### src/rtl/cap_timer_pkg.sv
package cap_timer_pkg;
  typedef enum logic [1:0] {
    SRC_PIN = 2'b00, SRC_T1 = 2'b01, SRC_T4 = 2'b10, SRC_T16 = 2'b11
  } clk_src_e;

  typedef enum logic [1:0] {
    CAP_OFF = 2'b00, CAP_TWO_PINS = 2'b01, CAP_PIN0_BOTH = 2'b10, CAP_TRIG_BOTH = 2'b11
  } cap_mode_e;

  localparam int ADDR_W = 2;
  localparam logic [ADDR_W-1:0] A_MODE = 2'd0;
  localparam logic [ADDR_W-1:0] A_CMP  = 2'd1;
  localparam logic [ADDR_W-1:0] A_CAP0 = 2'd2;
  localparam logic [ADDR_W-1:0] A_CAP1 = 2'd3;

  localparam int MB_CLR    = 2;
  localparam int MB_SWCAP  = 5;
  localparam int MB_TGL_M  = 6;
  localparam int MB_TGL_C1 = 7;
  localparam int MODE_W    = 8;

  localparam int N_IN   = 3;
  localparam int IN_P0  = 0;
  localparam int IN_P1  = 1;
  localparam int IN_TRG = 2;
endpackage

### src/rtl/ct_sync.sv
module ct_sync #(
  parameter int W      = 3,
  parameter int STAGES = 2
) (
  input  logic         clk_i,
  input  logic         rst_ni,
  input  logic [W-1:0] d_i,
  output logic [W-1:0] lvl_o,
  output logic [W-1:0] prv_o
);
  logic [STAGES-1:0][W-1:0] stg_q;
  logic [W-1:0]             prv_q;

  always_ff @(posedge clk_i or negedge rst_ni) begin
    if (!rst_ni) stg_q[0] <= '0;
    else         stg_q[0] <= d_i;
  end

  for (genvar s = 1; s < STAGES; s++) begin : g_stage
    always_ff @(posedge clk_i or negedge rst_ni) begin
      if (!rst_ni) stg_q[s] <= '0;
      else         stg_q[s] <= stg_q[s-1];
    end
  end

  // history for edge detection
  always_ff @(posedge clk_i or negedge rst_ni) begin
    if (!rst_ni) prv_q <= '0;
    else         prv_q <= stg_q[STAGES-1];
  end

  assign lvl_o = stg_q[STAGES-1];
  assign prv_o = prv_q;
endmodule

### src/rtl/ct_counter.sv
module ct_counter
  import cap_timer_pkg::*;
#(
  parameter int CNT_W = 16
) (
  input  logic             clk_i,
  input  logic             rst_ni,
  input  clk_src_e         clk_sel_i,
  input  logic             clr_en_i,
  input  logic [CNT_W-1:0] cmp_i,
  input  logic             pin0_rise_i,
  input  logic             tick_t1_i,
  input  logic             tick_t4_i,
  input  logic             tick_t16_i,
  output logic [CNT_W-1:0] cnt_o,
  output logic             match_o
);
  logic [CNT_W-1:0] cnt_q;
  logic             cnt_en;
  logic             hit;

  always_comb begin
    unique case (clk_sel_i)
      SRC_PIN: cnt_en = pin0_rise_i;
      SRC_T1:  cnt_en = tick_t1_i;
      SRC_T4:  cnt_en = tick_t4_i;
      default: cnt_en = tick_t16_i;
    endcase
  end

  assign hit     = (cnt_q == cmp_i);
  assign match_o = cnt_en & hit;

  always_ff @(posedge clk_i or negedge rst_ni) begin
    if (!rst_ni)                   cnt_q <= '0;
    else if (cnt_en) begin
      if (clr_en_i && hit)         cnt_q <= '0;
      else                         cnt_q <= cnt_q + 1'b1;
    end
  end

  assign cnt_o = cnt_q;


  cnt_idle_chk: assert property (@(posedge clk_i) disable iff (!rst_ni)
    !cnt_en |=> $stable(cnt_q));

  cnt_step_chk: assert property (@(posedge clk_i) disable iff (!rst_ni)
    (cnt_en && !(clr_en_i && hit)) |=> cnt_q == CNT_W'($past(cnt_q) + 1'b1));

  cnt_clear_chk: assert property (@(posedge clk_i) disable iff (!rst_ni)
    (match_o && clr_en_i) |=> cnt_q == '0);
endmodule

### src/rtl/ct_capture.sv
module ct_capture
  import cap_timer_pkg::*;
#(
  parameter int CNT_W = 16
) (
  input  logic             clk_i,
  input  logic             rst_ni,
  input  cap_mode_e        cap_mode_i,
  input  logic [CNT_W-1:0] cnt_i,
  input  logic [N_IN-1:0]  lvl_i,
  input  logic [N_IN-1:0]  prv_i,
  input  logic             sw_cap_i,
  input  logic             match_i,
  input  logic             tgl_match_en_i,
  input  logic             tgl_cap1_en_i,
  output logic [CNT_W-1:0] cap0_o,
  output logic [CNT_W-1:0] cap1_o,
  output logic             tff_o,
  output logic             irq_o
);
  logic [N_IN-1:0]  rise, fall;
  logic             hw0, ld1, irq_evt, tgl_evt;
  logic [CNT_W-1:0] cap0_q, cap1_q;
  logic             tff_q, irq_q;

  assign rise = lvl_i & ~prv_i;
  assign fall = ~lvl_i & prv_i;

  always_comb begin
    hw0     = 1'b0;
    ld1     = 1'b0;
    irq_evt = rise[IN_P0];
    unique case (cap_mode_i)
      CAP_TWO_PINS: begin
        hw0 = rise[IN_P0];
        ld1 = rise[IN_P1];
      end
      CAP_PIN0_BOTH: begin
        hw0     = rise[IN_P0];
        ld1     = fall[IN_P0];
        irq_evt = fall[IN_P0];
      end
      CAP_TRIG_BOTH: begin
        hw0 = rise[IN_TRG];
        ld1 = fall[IN_TRG];
      end
      default: ;
    endcase
  end

  assign tgl_evt = (match_i & tgl_match_en_i) | (ld1 & tgl_cap1_en_i);

  always_ff @(posedge clk_i or negedge rst_ni) begin
    if (!rst_ni) begin
      cap0_q <= '0;
      cap1_q <= '0;
      tff_q  <= 1'b0;
      irq_q  <= 1'b0;
    end else begin
      // hardware capture wins over the software snapshot
      if (hw0)           cap0_q <= cnt_i;
      else if (sw_cap_i) cap0_q <= cnt_i;
      if (ld1)           cap1_q <= cnt_i;
      if (tgl_evt)       tff_q  <= ~tff_q;
      irq_q <= irq_evt;
    end
  end

  assign cap0_o = cap0_q;
  assign cap1_o = cap1_q;
  assign tff_o  = tff_q;
  assign irq_o  = irq_q;


  irq_pulse_chk: assert property (@(posedge clk_i) disable iff (!rst_ni)
    irq_q |=> !irq_q);

  cap_off_chk: assert property (@(posedge clk_i) disable iff (!rst_ni)
    (cap_mode_i == CAP_OFF && !sw_cap_i) |=> ($stable(cap0_q) && $stable(cap1_q)));

  cap1_pin_chk: assert property (@(posedge clk_i) disable iff (!rst_ni)
    (cap_mode_i == CAP_TWO_PINS && rise[IN_P1]) |=> cap1_q == $past(cnt_i));

  tff_hold_chk: assert property (@(posedge clk_i) disable iff (!rst_ni)
    (!(match_i && tgl_match_en_i) && !(ld1 && tgl_cap1_en_i)) |=> $stable(tff_q));
endmodule

### src/rtl/cap_timer.sv
module cap_timer
  import cap_timer_pkg::*;
#(
  parameter int CNT_W       = 16,
  parameter int SYNC_STAGES = 2
) (
  input  logic              clk_i,
  input  logic              rst_ni,
  input  logic              we_i,
  input  logic [1:0]        addr_i,
  input  logic [CNT_W-1:0]  wdata_i,
  output logic [CNT_W-1:0]  rdata_o,
  input  logic              cap_pin0_i,
  input  logic              cap_pin1_i,
  input  logic              trig_i,
  input  logic              tick_t1_i,
  input  logic              tick_t4_i,
  input  logic              tick_t16_i,
  output logic              tff_o,
  output logic              irq_o
);
  clk_src_e         clk_sel_q;
  cap_mode_e        cap_mode_q;
  logic             clr_en_q, tgl_m_q, tgl_c1_q;
  logic [CNT_W-1:0] cmp_q;
  logic             mode_wr, sw_cap;
  logic [N_IN-1:0]  lvl, prv;
  logic [CNT_W-1:0] cnt, cap0, cap1;
  logic             match;
  logic [MODE_W-1:0] mode_rd;

  assign mode_wr = we_i && (addr_i == A_MODE);
  assign sw_cap  = mode_wr && !wdata_i[MB_SWCAP];

  always_ff @(posedge clk_i or negedge rst_ni) begin
    if (!rst_ni) begin
      clk_sel_q  <= SRC_PIN;
      cap_mode_q <= CAP_OFF;
      clr_en_q   <= 1'b0;
      tgl_m_q    <= 1'b0;
      tgl_c1_q   <= 1'b0;
      cmp_q      <= '0;
    end else if (we_i) begin
      if (addr_i == A_MODE) begin
        clk_sel_q  <= clk_src_e'(wdata_i[1:0]);
        clr_en_q   <= wdata_i[MB_CLR];
        cap_mode_q <= cap_mode_e'(wdata_i[4:3]);
        tgl_m_q    <= wdata_i[MB_TGL_M];
        tgl_c1_q   <= wdata_i[MB_TGL_C1];
      end else if (addr_i == A_CMP) begin
        cmp_q <= wdata_i;
      end
    end
  end

  // software capture bit is a one-shot and reads back as 1
  assign mode_rd = {tgl_c1_q, tgl_m_q, 1'b1, cap_mode_q, clr_en_q, clk_sel_q};

  always_comb begin
    rdata_o = '0;
    unique case (addr_i)
      A_MODE:  rdata_o[MODE_W-1:0] = mode_rd;
      A_CMP:   rdata_o = cmp_q;
      A_CAP0:  rdata_o = cap0;
      default: rdata_o = cap1;
    endcase
  end

  ct_sync #(.W(N_IN), .STAGES(SYNC_STAGES)) u_sync (
    .clk_i  (clk_i),
    .rst_ni (rst_ni),
    .d_i    ({trig_i, cap_pin1_i, cap_pin0_i}),
    .lvl_o  (lvl),
    .prv_o  (prv)
  );

  ct_counter #(.CNT_W(CNT_W)) u_cnt (
    .clk_i       (clk_i),
    .rst_ni      (rst_ni),
    .clk_sel_i   (clk_sel_q),
    .clr_en_i    (clr_en_q),
    .cmp_i       (cmp_q),
    .pin0_rise_i (lvl[IN_P0] & ~prv[IN_P0]),
    .tick_t1_i   (tick_t1_i),
    .tick_t4_i   (tick_t4_i),
    .tick_t16_i  (tick_t16_i),
    .cnt_o       (cnt),
    .match_o     (match)
  );

  ct_capture #(.CNT_W(CNT_W)) u_cap (
    .clk_i          (clk_i),
    .rst_ni         (rst_ni),
    .cap_mode_i     (cap_mode_q),
    .cnt_i          (cnt),
    .lvl_i          (lvl),
    .prv_i          (prv),
    .sw_cap_i       (sw_cap),
    .match_i        (match),
    .tgl_match_en_i (tgl_m_q),
    .tgl_cap1_en_i  (tgl_c1_q),
    .cap0_o         (cap0),
    .cap1_o         (cap1),
    .tff_o          (tff_o),
    .irq_o          (irq_o)
  );


  sw_cap_chk: assert property (@(posedge clk_i) disable iff (!rst_ni)
    (sw_cap && cap_mode_q == CAP_OFF) |=> cap0 == $past(cnt));

  mode_rd_chk: assert property (@(posedge clk_i) disable iff (!rst_ni)
    (addr_i == A_MODE) |-> rdata_o[MB_SWCAP]);
endmodule

### config.mk
export PLATFORM = sky130hd
export DESIGN_NAME = cap_timer
export DESIGN_NICKNAME = d
export VERILOG_FILES = /design/src/rtl/cap_timer_pkg.sv /design/src/rtl/ct_sync.sv /design/src/rtl/ct_counter.sv /design/src/rtl/ct_capture.sv /design/src/rtl/cap_timer.sv
export SDC_FILE = /design/constraint.sdc
export NUM_CORES = 1
export LEC_CHECK = 0
export ABC_AREA = 1
export BUFFER_PORTS_ARGS = -buffer_cell sky130_fd_sc_hd__clkbuf_2
export CORE_UTILIZATION = 59
export DETAILED_ROUTE_END_ITERATION = 7
export GPL_ROUTABILITY_DRIVEN = 0
export HOLD_SLACK_MARGIN = 0.15
export MAX_ROUTING_LAYER = met4
export PLACE_DENSITY = 0.84
export SLEW_MARGIN = 20
export SYNTH_ARGS = -nofsm -noshare
export SYNTH_HDL_FRONTEND = slang
export SYNTH_SLANG_ARGS = --single-unit
### constraint.sdc
create_clock -name clk_i -period 2.1 [get_ports clk_i]
set_input_delay 0.42 -clock clk_i [delete_from_list [all_inputs] [get_ports clk_i]]
set_output_delay 0.42 -clock clk_i [all_outputs]
set_load 0.02 [all_outputs]
## Word-level counts from Yosys, hierarchy flattened

Cells that the tools add are included.

| storage, ports and cells | value |
|---|---|
| register bits after elaboration | 82 |
| output and inout port bits | 18 |
| bits of input ports | 27 |
| word-level logic and storage cells | 54 |

| cells by class | value |
|---|---|
| equality and inequality tests | 8 |
| bitwise logic cells | 12 |
| add/subtract/negate cells | 1 |
| muxes and demuxes | 9 |
| reduce and logical (&&, ||, !) cells | 10 |

Operator list:

| operator | number |
|---|---|
| 16-bit two-way mux | 3 |
| 8-bit one-hot mux with 3 select lines | 2 |
| 16-bit by 1-bit adder with 16-bit output, second input constant | 1 |
| 16-bit equality test | 1 |
| 2-bit equality test, second input constant | 4 |
| 3-bit AND | 2 |
| 2-bit by 1-bit equality test with 1-bit output, second input constant | 3 |
| 3-bit NOT | 2 |
| 1-bit one-hot mux with 3 select lines | 2 |
| 1-bit AND | 4 |
| 2-bit logical NOT | 2 |
| 1-bit logical AND | 3 |
| 1-bit NOT | 3 |
| 3-bit AND reduction | 1 |
| 1-bit one-hot mux with 2 select lines | 1 |
| 2-bit AND reduction | 1 |
| 2-bit nonzero test | 1 |
| 2-bit OR reduction | 1 |
| 1-bit logical NOT | 1 |
| 1-bit two-way mux | 1 |
| 1-bit OR | 1 |

## Logic depth before layout (Yosys ltp)

| depth | value |
|---|---|
| depth after elaboration | 6 |
| gate-level depth with buffers | 10 |
| mapped depth without buffers | 10 |

## Cells and area by module

From an unflattened synthesis, not the netlist that was laid out.

| second synthesis, totals | value |
|---|---|
| cell total of the unflattened synthesis | 605 |
| area, all modules | 4,506.8 um2 |

By module, submodules not included:

| module | times used | sequential area each (um2) | cells each | area an instance (um2) |
|---|---|---|---|---|
| ct_capture | 1 | 850.8 | 168 | 1,511.4 |
| ct_counter | 1 | 400.4 | 238 | 1,383.8 |
| cap_timer | 1 | 575.6 | 187 | 1,363.8 |
| ct_sync | 1 | 225.2 | 12 | 247.7 |

## Least setup slack after synthesis

Ideal clock, no wire load.

| path | value |
|---|---|
| path type | input -> output |
| from | input addr_i[0] |
| to | output rdata_o[1] |
| arrival | 1.321 ns |
| path buffers | 0 |
| slack | 0.359 ns |
| required time | 1.680 ns |
| stages on the path | 4 |
| cell sequence | inv_1 > nor2_2 > clkinv_1 > o2111ai_1 |

| between the ends | value |
|---|---|
| cells in the longest elaborated chain, start to end | 2 |
| elaborated cells on any way between the ends | 4 |
| classes of those cells | eq/ne (2); mux (1); reduce/logical (1) |

Ends and longest elaborated chain:

| element | line | RTL |
|---|---|---|
| start, declared | cap_timer.sv:10 | `input logic [1:0] addr_i,` |
| 2-bit equality test (tied with other cells) | cap_timer.sv:61 | `unique case (addr_i)` |
| 8-bit one-hot mux with 3 select lines (*) | cap_timer.sv:61 |  |
| end, declared | cap_timer.sv:12 | `output logic [CNT_W-1:0] rdata_o,` |

Every way passes the cells marked *; elsewhere a longest branch is shown, timed or not.

## Final worst setup path

| path | value |
|---|---|
| from | register cap_mode_q[0] |
| to | register u_cap.cap0_q[5], in the netlist u_cap.cap0_o[5] |

| between the ends | value |
|---|---|
| cells in the longest elaborated chain, start to end | 4 |
| elaborated cells on any way between the ends | 7 |
| classes of those cells | eq/ne (3); mux (2); reduce/logical (2) |

Ends and longest elaborated chain:

| element | line | RTL |
|---|---|---|
| start, declared | cap_timer.sv:23 | `cap_mode_e cap_mode_q;` |
| start signal, assigned | cap_timer.sv:47 | `cap_mode_q <= cap_mode_e'(wdata_i[4:3]);` |
| 2-bit by 1-bit equality test with 1-bit output or 2-bit equality test (tied branches) | ct_capture.sv:33 | `unique case (cap_mode_i)` |
| 2-bit OR reduction (no line) | -- |  |
| 1-bit one-hot mux with 2 select lines (*) | ct_capture.sv:33 |  |
| 16-bit two-way mux or 2-bit nonzero test (tied branches) | -- |  |
| end signal, assigned | ct_capture.sv:61 | `if (hw0) cap0_q <= cnt_i;` |
| end signal, assigned | ct_capture.sv:62 | `else if (sw_cap_i) cap0_q <= cnt_i;` |
| end, declared | ct_capture.sv:23 | `logic [CNT_W-1:0] cap0_q, cap1_q;` |

Marks and branches as above.
A chain may end at the register's enable or synchronous reset.

==> qor.csv <==
metric;value;unit
status;finished clean;
ys.warnings.count;0;
relSlewSlack;59.32;%
wire_per_inst;14.79;um
cts_buffers;9;
grt_setup_unrepaired;no;
rr_worst_depth;7;
holdPathStages;1;
ys_seq_elements;82;
drtPass1Iterations;6;
synth_cell_types;31;
grt_pass1_wl;16660;um
multi_input_area;1789;um^2
layout.nets;618;
synth_top_area_share;49.77;%
irDropWorstVdd;638.8;uV
drv_slew;0;
worstSetupPathType;register to register;
cts_setup_buffers;0;
startpoint_type;register;
synth_area_leader_cell;dfrtp_1;
grt_use_total;30.23;%
worst_slew_pin_slew;0.6088;ns
end_kind;register;
portBuffers;44;
period_share;90.69;%
powerDensity;922.2;nW/um^2
synth_common_cells;204 x nand2_1, 82 x dfrtp_1, 52 x inv_1, 36 x nand3_1, 36 x nor2_1;
cts_tree;yes;
dieArea;7326;um^2
die_w;85.59;um
fillCellCount;535;
dr_total_vias;3772;
clk_pin_slew;0.08;ns
synthesis.area;4123;um^2
via_per_inst;5.621;
initial_core_util;61.02;%
htree_levels;3;
cts_resized;0;
rows;30;
layout.cells.non_filler;671;
antenna_found_initial;0;
fin_crit;1.905;ns
drive_above_1_share;15.74;%
dieHeight;85.59;um
cp.arrival;2.15;ns
totalWireLength;9921;um
finalPower;4358;uW
dp.cells;654;
crit_fanout;16;
avgSynthCellArea;7.749;um^2
area.sequential;2052;um^2
ant_nets;0;
dp.final_hpwl;7062;um
io_pins;45;
diodes;0;
core_area;6756;um^2
drt_iter0_drc;349;
area_growth;14.63;%
synth_nets;564;
cts_root_buf;clkbuf_8;
fin_skew;0.01049;ns
p_leak;0.002440;uW
netlist_instances;532;
clkSinkCount;82;
synth_edf_count;0;
hold_path.class;input pin to register;
synth_area_leaders;dfrtp_1 50%, nand2_1 19%, inv_1 4.7%, nand3_1 4.4%, o21ai_0 4.1%;
gr-total-overflow;0;
max_freq;525.1;MHz
synth.most_common_cell;nand2_1;
grt_max_degree;34;
clk_latency;0.36;ns
yosysSeqAreaShare;49.77;%
hold_viol_final;0;
cp_data_required_time;2.34;ns
tns;0;ns
timing.max_cap.violations;0;
clock_tree.buffer_depth;2;
route.detailed.drc;0;
grt_pass1_vias;3656;
async_flop_share;100.0;%
finalSetupViolCount;0;
synthFlopType;dfrtp_1;
==> cell usage in the layout (no fill, tap or decap) <==
| master | instances |
|---|---|
| nor2_2 | 6 |
| buf_4 | 12 |
| clkbuf_2 | 43 |
| o21ai_0 | 34 |
| nand2_1 | 204 |
| clkinv_4 | 2 |
| o211ai_1 | 8 |
| nand3_1 | 36 |
| xor2_1 | 8 |
| nand3_2 | 1 |
| mux2_2 | 1 |
| dlygate4sd3_1 | 1 |
| nand2_2 | 2 |
| clkinv_2 | 1 |
| ha_1 | 5 |
| a21oi_1 | 8 |
| clkbuf_8 | 10 |
| nor3_1 | 4 |
| inv_2 | 6 |
| o2111ai_1 | 7 |
| nor2_8 | 1 |
| nand4_1 | 5 |
| nand3_4 | 1 |
| nand3b_1 | 5 |
| bufinv_16 | 2 |
| nor3_2 | 2 |
| inv_1 | 52 |
| buf_12 | 1 |
| nor2_1 | 36 |
| nor2_4 | 1 |
| a32o_1 | 1 |
| o21ai_1 | 1 |
| clkinvlp_4 | 1 |
| dfrtp_1 | 82 |
| clkinv_1 | 1 |
==> sequential cells by signal, summed over array words and instances (netlist names) <==
name,flops
cap_mode_q,2
clk_sel_q,2
clr_en_q,1
cmp_q,16
tgl_c1_q,1
tgl_m_q,1
u_cap.cap0_o,16
u_cap.cap1_o,16
u_cap.irq_o,1
u_cap.tff_o,1
u_cnt.cnt_o,16
u_sync.lvl_o,3
u_sync.prv_o,3
u_sync.stg_q,3
==> critical path: stages (launching register included) <==
cell and delay [ns]:
dfrtp_1 0.41, inv_1 0.11, ha_1 0.30, a32o_1 0.26
nand2_1 0.08, nand2_1 0.37, nand2_1 0.19, nand2_1 0.06
==> final timing paths <==
| check | to | slack [ns] | start |
|---|---|---|---|
| worst min-delay path | u_sync.stg_q[2] | 0.17 | trig_i |
| worst max-delay path | u_cap.cap0_o[5] | 0.20 | cap_mode_q[0] |
| max in group asynchronous | cmp_q[11] | 0.95 | rst_ni |
| min in group asynchronous | cmp_q[8] | 0.53 | rst_ni |
| worst min register to register | u_sync.lvl_o[2] | 0.36 | u_sync.stg_q[2] |
| worst max register to register | u_cap.cap0_o[5] | 0.20 | cap_mode_q[0] |
==> routing by layer <==
metal | wire (um) | track usage, %
met1 | 4201 | 39.37
met2 | 4816 | 47.85
met3 | 712 | 4.716
met4 | 191 | 12.12
met5 | 0 | -
==> logic make-up (layout without fill, tap and decap cells) <==
family | after synthesis | count (layout) | synth area share, %
mux | 1 | 1 | 0.2731
xor+xnor | 8 | 8 | 1.700
buf+inv | 73 | 132 | 6.828
simple gates | 304 | 304 | 31.50
flops | 82 | 82 | 49.77
compound gates | 59 | 59 | 8.407
fa+ha+maj | 5 | 5 | 1.517
==> cell type report <==
type	count	share of cell area, %
clock buffers	10	2.912
clock inverters	6	1.906
inverters	59	4.686
multi-input cells	377	37.86
flip-flops and latches	82	43.42
well taps	80	2.118
repair buffers	57	7.096
==> through the flow <==
stage | utilization, % | hold WS (ns) | setup WS [ns] | area [um^2]
final | 69.94 | 0.1677 | 0.1954 | 4726
after global routing | 69.94 | 0.1527 | 0.04951 | 4726
after CTS | 69.94 | 0.1593 | 0.2064 | 4726
after detailed placement | 66.43 | 0.3411 | 0.2343 | 4488
after global placement | 66.43 | 0.3332 | 0.2635 | 4488
after floorplan | - | 0.1244 | 0.3590 | 4123
==> power by group <==
group	total (uW)	leakage (uW)	switching [uW]	internal, uW
clock	1290	0.000112	586	704
combinational	1020	0.00128	672	350
sequential	2050	0.00105	220	1830
total	4360	0.00244	1480	2880
==> timing repair <==
action / 4_1_cts / 5_1_grt
hold buffers: 1 / 0
hold endpoints to repair: 27 / 0
setup endpoints to repair: 0 / 0
(Power assumes the default switching activity.)
